## src/rtl/tern_rd_pkg.sv

```systemverilog
package tern_rd_pkg;

    // two's-complement ternary weight codes
    typedef logic [1:0] tw_t;
    localparam tw_t TW_ZERO = 2'b00;
    localparam tw_t TW_POS  = 2'b01;
    localparam tw_t TW_NEG  = 2'b11;

    typedef enum logic [1:0] {
        PH_IDLE = 2'd0,
        PH_PRE  = 2'd1,
        PH_EVAL = 2'd2
    } phase_t;

    // resolved pair -> signed weight, unresolved pair -> zero
    function automatic tw_t sa_to_weight(input logic q, input logic qb);
        if (q ^ qb) return q ? TW_POS : TW_NEG;
        return TW_ZERO;
    endfunction

endpackage

```

## src/rtl/phase_ctrl.sv

```systemverilog
module phase_ctrl
    import tern_rd_pkg::*;
#(
    parameter int ROW_AW     = 5,
    parameter int CNT_W      = 8,
    parameter int PRE_CYCLES = 2
) (
    input  logic              clk,
    input  logic              rst,
    input  logic              req,
    input  logic [ROW_AW-1:0] row_in,
    input  logic [CNT_W-1:0]  win_in,
    output logic              busy,
    output logic              sen,
    output logic              sample,
    output logic [ROW_AW-1:0] row_q
);
    localparam logic [CNT_W-1:0] PRE_LAST = CNT_W'(PRE_CYCLES - 1);

    phase_t           ph;
    logic [CNT_W-1:0] cnt;
    logic [CNT_W-1:0] win_q;

    always_ff @(posedge clk) begin
        if (rst) begin
            ph    <= PH_IDLE;
            cnt   <= '0;
            win_q <= CNT_W'(1);
            row_q <= '0;
        end else begin
            case (ph)
                PH_IDLE: if (req) begin
                    ph    <= PH_PRE;
                    cnt   <= PRE_LAST;
                    row_q <= row_in;
                    win_q <= (win_in == '0) ? CNT_W'(1) : win_in;
                end
                PH_PRE: begin
                    if (cnt == '0) begin
                        ph  <= PH_EVAL;
                        cnt <= win_q - CNT_W'(1);
                    end else begin
                        cnt <= cnt - CNT_W'(1);
                    end
                end
                PH_EVAL: begin
                    if (cnt == '0) ph <= PH_IDLE;
                    else           cnt <= cnt - CNT_W'(1);
                end
                default: ph <= PH_IDLE;
            endcase
        end
    end

    assign busy   = (ph != PH_IDLE);
    assign sen    = (ph == PH_EVAL);
    assign sample = (ph == PH_EVAL) && (cnt == '0);

    // evaluation is always preceded by a precharge cycle of the same read
    a_r2_pre_before_eval: assert property (@(posedge clk) disable iff (rst)
        $rose(sen) |-> ($past(busy) && !$past(sen)));

    // a request while busy does not disturb the captured row
    a_r8_busy_keeps_row: assert property (@(posedge clk) disable iff (rst)
        (busy && req) |=> $stable(row_q));

endmodule

```

## src/rtl/wl_drv.sv

```systemverilog
module wl_drv #(
    parameter int NROW   = 32,
    parameter int ROW_AW = 5
) (
    input  logic              en,
    input  logic [ROW_AW-1:0] row,
    output logic [NROW-1:0]   wl
);
    for (genvar i = 0; i < NROW; i++) begin : g_wl
        assign wl[i] = en && (row == ROW_AW'(i));
    end
endmodule

```

## src/rtl/col_decode.sv

```systemverilog
module col_decode
    import tern_rd_pkg::*;
#(
    parameter int NCOL = 32
) (
    input  logic              clk,
    input  logic              rst,
    input  logic              sample,
    input  logic [NCOL-1:0]   q,
    input  logic [NCOL-1:0]   qb,
    output logic [2*NCOL-1:0] wt,
    output logic              vld
);
    always_ff @(posedge clk) begin
        if (rst) vld <= 1'b0;
        else     vld <= sample;
    end

    for (genvar c = 0; c < NCOL; c++) begin : g_col
        always_ff @(posedge clk) begin
            if (rst)         wt[2*c +: 2] <= TW_ZERO;
            else if (sample) wt[2*c +: 2] <= sa_to_weight(q[c], qb[c]);
        end

        // split pair gives the sign of Q
        a_r5_signed: assert property (@(posedge clk) disable iff (rst)
            (sample && (q[c] != qb[c])) |=>
                (wt[2*c +: 2] == ($past(q[c]) ? TW_POS : TW_NEG)));

        // equal pair at the sampling cycle gives zero
        a_r5_zero: assert property (@(posedge clk) disable iff (rst)
            (sample && (q[c] == qb[c])) |=> (wt[2*c +: 2] == TW_ZERO));
    end

    // valid is a single-cycle pulse
    a_r7_valid_pulse: assert property (@(posedge clk) disable iff (rst)
        vld |=> !vld);

    // weights move only after a sampling cycle
    a_r7_hold: assert property (@(posedge clk) disable iff (rst)
        !sample |=> $stable(wt));

endmodule

```

## src/rtl/tern_row_reader.sv

```systemverilog
module tern_row_reader
    import tern_rd_pkg::*;
#(
    parameter int NCOL       = 32,
    parameter int NROW       = 32,
    parameter int CNT_W      = 8,
    parameter int PRE_CYCLES = 2,
    localparam int ROW_AW    = $clog2(NROW)
) (
    input  logic              clk,
    input  logic              rst,
    input  logic              rd_req,
    input  logic [ROW_AW-1:0] rd_row,
    input  logic [CNT_W-1:0]  eval_len,
    output logic [NROW-1:0]   wl,
    output logic              sen,
    input  logic [NCOL-1:0]   sa_q,
    input  logic [NCOL-1:0]   sa_qb,
    output logic [2*NCOL-1:0] wt,
    output logic              wt_valid
);
    logic              busy;
    logic              sample;
    logic [ROW_AW-1:0] row_q;

    phase_ctrl #(
        .ROW_AW    (ROW_AW),
        .CNT_W     (CNT_W),
        .PRE_CYCLES(PRE_CYCLES)
    ) u_phase (
        .clk   (clk),
        .rst   (rst),
        .req   (rd_req),
        .row_in(rd_row),
        .win_in(eval_len),
        .busy  (busy),
        .sen   (sen),
        .sample(sample),
        .row_q (row_q)
    );

    wl_drv #(
        .NROW  (NROW),
        .ROW_AW(ROW_AW)
    ) u_wl (
        .en (busy),
        .row(row_q),
        .wl (wl)
    );

    col_decode #(
        .NCOL(NCOL)
    ) u_dec (
        .clk   (clk),
        .rst   (rst),
        .sample(sample),
        .q     (sa_q),
        .qb    (sa_qb),
        .wt    (wt),
        .vld   (wt_valid)
    );

    // evaluation only under a selected word line
    a_r3_sen_under_wl: assert property (@(posedge clk) disable iff (rst)
        sen |-> ($countones(wl) == 1));

    // word line dropped and sensing off when the result is presented
    a_r4_wl_off_at_valid: assert property (@(posedge clk) disable iff (rst)
        wt_valid |-> ((wl == '0) && !sen));

    // never more than one word line
    a_r4_wl_onehot: assert property (@(posedge clk) disable iff (rst)
        $onehot0(wl));

endmodule

```

## config.mk

```make
export PLATFORM = sky130hd
export DESIGN_NAME = tern_row_reader
export DESIGN_NICKNAME = d
export VERILOG_FILES = /design/src/rtl/tern_rd_pkg.sv /design/src/rtl/phase_ctrl.sv /design/src/rtl/wl_drv.sv /design/src/rtl/col_decode.sv /design/src/rtl/tern_row_reader.sv
export SDC_FILE = /design/constraint.sdc
export NUM_CORES = 1
export LEC_CHECK = 0
export ABC_CLOCK_PERIOD_IN_PS = 5400
export BUFFER_PORTS_ARGS = -buffer_cell sky130_fd_sc_hd__buf_2
export CORE_MARGIN = 10
export CORE_UTILIZATION = 52
export DETAILED_ROUTE_END_ITERATION = 8
export MAX_ROUTING_LAYER = met4
export PLACE_DENSITY_LB_ADDON = 0.12
export SETUP_SLACK_MARGIN = 0.15
export SLEW_MARGIN = 20
export SYNTH_ARGS = -nofsm -noshare
export SYNTH_HDL_FRONTEND = slang
export SYNTH_SLANG_ARGS = --single-unit
```

## constraint.sdc

```tcl
create_clock -name clk -period 5.4 [get_ports clk]
set_clock_uncertainty 0.1 [all_clocks]
set_input_delay 1.08 -clock clk [delete_from_list [all_inputs] [get_ports clk]]
set_output_delay 1.08 -clock clk [all_outputs]
set_load 0.01 [all_outputs]
```

==> flow_metrics.env <==
export IMPL_hold_slack_ns=0.353
export IMPL_tightest_slew_ns=0.808
export IMPL_cp_slowest_cell="dfxtp_1"
export IMPL_holdCritPathClass="reg2reg"
export IMPL_crit_start="u_phase.ph[0]"
export IMPL_syn_avg_cell_area_um2=7.88
export IMPL_final_nets=822
export IMPL_finalInstanceArea_mm2=0.00540
export IMPL_dr_pass1_iters=5
export IMPL_p_leak_uw=0.00259
export IMPL_utilization=0.668
export IMPL_cp_max_fo=7
export IMPL_drt_iter0_drc=143
export IMPL_hold_violations=0
export IMPL_dieArea_mm2=0.0122
export IMPL_synth_edf_count=0
export IMPL_htree_levels=3
export IMPL_register_area_mm2=0.00176
export IMPL_globalRoute_busiestLayer="met2"
export IMPL_antenna_left=0
export IMPL_seqPwrFrac=0.440
export IMPL_clockBufferDepth=2
export IMPL_dr_total_vias=4134
export IMPL_antenna_cells=0
export IMPL_yosysSeqAreaShare=0.412
export IMPL_ys_seq_elements=88
export IMPL_finalSetupViolations=0
export IMPL_ys_flop_type="dfxtp_1"
export IMPL_r2r_worst_path_cells=7
export IMPL_min_period_over_period=0.555
export IMPL_multi_input_area_mm2=0.00223
export IMPL_grt_met2_usage=0.323
export IMPL_grt_pass1_wl_mm=19.7
export IMPL_final_cell_mix="177 x buf_2, 106 x nand2_1, 88 x dfxtp_1"
export IMPL_timing_rr_start="u_phase.cnt[0]"
export IMPL_yosysUniqueCellTypes=42
export IMPL_synth_nets=660
export IMPL_worst_endpoint_required_ns=4.22
export IMPL_p_int_uw=1130
export IMPL_status="finished clean"
export IMPL_relSlewSlack=0.461
export IMPL_clkTransAtPathRegs_ns=0.09
export IMPL_cts_setup_buffers=0
export IMPL_cts_buffers=9
export IMPL_critPathCapture="wl[29]"
export IMPL_cts_sinks=88
export IMPL_worstSetupPathType="reg2out"
export IMPL_final_setup_tns_ns=0
export IMPL_grt_use_met1=0.217
export IMPL_grtUsageTotal=0.193
export IMPL_start_util=0.528
export IMPL_ys_warn_count=0
export IMPL_cts_tree="built"
export IMPL_synthesis_area_mm2=0.00427
export IMPL_r2r_slack_ns=2.51
export IMPL_drc=0
export IMPL_fillers=753
export IMPL_ios=178
export IMPL_max_freq_mhz=334
export IMPL_slew_violations=0
export IMPL_cts_root_buf="clkbuf_8"
export IMPL_final_common_cell="buf_2"
export IMPL_rows=33
export IMPL_worstReg2RegEnd="u_dec.wt[52]"
export IMPL_antenna_found_initial=0
export IMPL_dieWidth_um=111
export IMPL_place_area_mm2=0.00519
export IMPL_grt_setup_unrepaired="false"
export IMPL_irDropWorstVdd_uv=140
export IMPL_insertion_delay_ns=0.35
export IMPL_grt_pass1_vias=4257
export IMPL_cts_resized_gates=0
export IMPL_maxCapViolations=0
export IMPL_swShare=0.321
export IMPL_cp_end_kind="output port"
export IMPL_ctsHoldBuffers=0
export IMPL_die_h_um=111
export IMPL_p_sw_uw=535
export IMPL_min_period_ns=3.00
export IMPL_slowest_delay_ns=0.38
export IMPL_areaGrowthSynthToFinish_pct=26.5
export IMPL_via_per_inst=5.08
export IMPL_grt_overflow=0
export IMPL_setup_worst_path_start_class="register"
export IMPL_hpwl_mm=9.25
export IMPL_wl_per_cell_um=14.7
export IMPL_drive_above_1_share=0.287
export IMPL_worstPathCellList="inv_1, ha_1, nor2b_1, nand3_1, nor2_1, buf_2"
export IMPL_power_frac_comb=0.261
export IMPL_fp_coreArea_mm2=0.00809
export IMPL_grt_max_degree=60
export IMPL_p_clk_frac=0.299
export IMPL_gp_congestion=0.917
export IMPL_pwr_density_cell_mw_per_mm2=308
export IMPL_port_buffers=177
export IMPL_totalWireLength_mm=12.0
export IMPL_worstPathArrival_ns=1.82
export IMPL_grt_use_met3=0.0649
export IMPL_synthArstFlopShare=0
export IMPL_synth_cells=542
how the worst min path moves through the flow:
stage                startpoint               end  slack [ns]  depth (start not counted)
2_1_floorplan  u_phase.row_q[3]  u_phase.row_q[3]        0.35                          2
3_3_place_gp       u_dec.wt[61]      u_dec.wt[61]        0.34                          2
3_5_place_dp       u_dec.wt[55]      u_dec.wt[55]        0.34                          2
4_1_cts            u_dec.wt[55]      u_dec.wt[55]        0.35                          2
5_1_grt            u_dec.wt[21]      u_dec.wt[21]        0.37                          2
6_report           u_dec.wt[55]      u_dec.wt[55]        0.35                          2
critical path, delay by kind of cell, from the launching register on:
family | cells | cell delay [ns]
buf+inv | 2 | 0.23
fa+ha+maj | 1 | 0.28
flops | 1 | 0.38
simple gates | 3 | 0.58
Yosys cell counts, drive strengths merged (2+ instances only):
cell	number	area, um^2
nand2	107	402
dfxtp	88	1760
nor2	78	293
a21oi	54	270
inv	40	150
ha	38	475
a211oi	35	263
clkbuf	21	78.8
buf	8	50.1
nor3b	7	52.6
nand3	6	30.0
nor3	6	41.3
o21ai	6	30.0
nor2b	5	31.3
xnor2	5	43.8
xor2	4	35.0
nand2b	3	18.8
nor4	3	25.0
a211o	2	17.5
a21o	2	15.0
a2bb2oi	2	17.5
a31o	2	17.5
o211ai	2	15.0
or2	2	12.5
or4	2	15.0
metal layers:
layer	vias up	part of all wire
met2	138	0.49
met3	11	0.074
met1	1856	0.43
met5	-	0
li1	2129	-
met4	0	0.0076
registers in the layout, indices dropped and copies added, names as in the netlist:
name and cells:
u_dec.wt 64, u_phase.cnt 8, u_phase.win_q 8, u_phase.row_q 5
u_phase.ph 2, u_dec.vld 1
power groups by stage:
stage	registers (uW)	logic, uW	clock network, uW
detailed placement	746	434	0
global route	740	491	537
CTS	733	439	508
floorplan	757	289	0
finish	733	435	497
global placement	745	422	0
logic make-up after synthesis:
family / after synthesis / synth area share
AND/OR/NAND/NOR: 225 / 0.226
adder cells (fa/ha/maj): 38 / 0.111
flip-flops: 88 / 0.412
buffers and inverters: 69 / 0.0653
AO/OA/AOI/OAI: 112 / 0.164
XOR/XNOR: 9 / 0.0184
multiplexers: 1 / 0.00234
layout make-up:
type                       count  area share
timing repair buffer         180       0.168
sequential                    88       0.326
inverter                      40      0.0278
multi-input combinational    385       0.414
tap                          105      0.0243
clock inverter                 6      0.0174
clock buffer                   9      0.0229
through the flow:
step / total power [uW] / worst slack, ns / instances
after floorplan: 1050 / 3.04 / 542
after global placement: 1170 / 2.61 / 798
after detailed placement: 1180 / 2.54 / 798
after CTS: 1680 / 2.40 / 813
after global routing: 1770 / 2.20 / 813
final: 1670 / 2.40 / 813
Power figures use the tool's default switching activity.
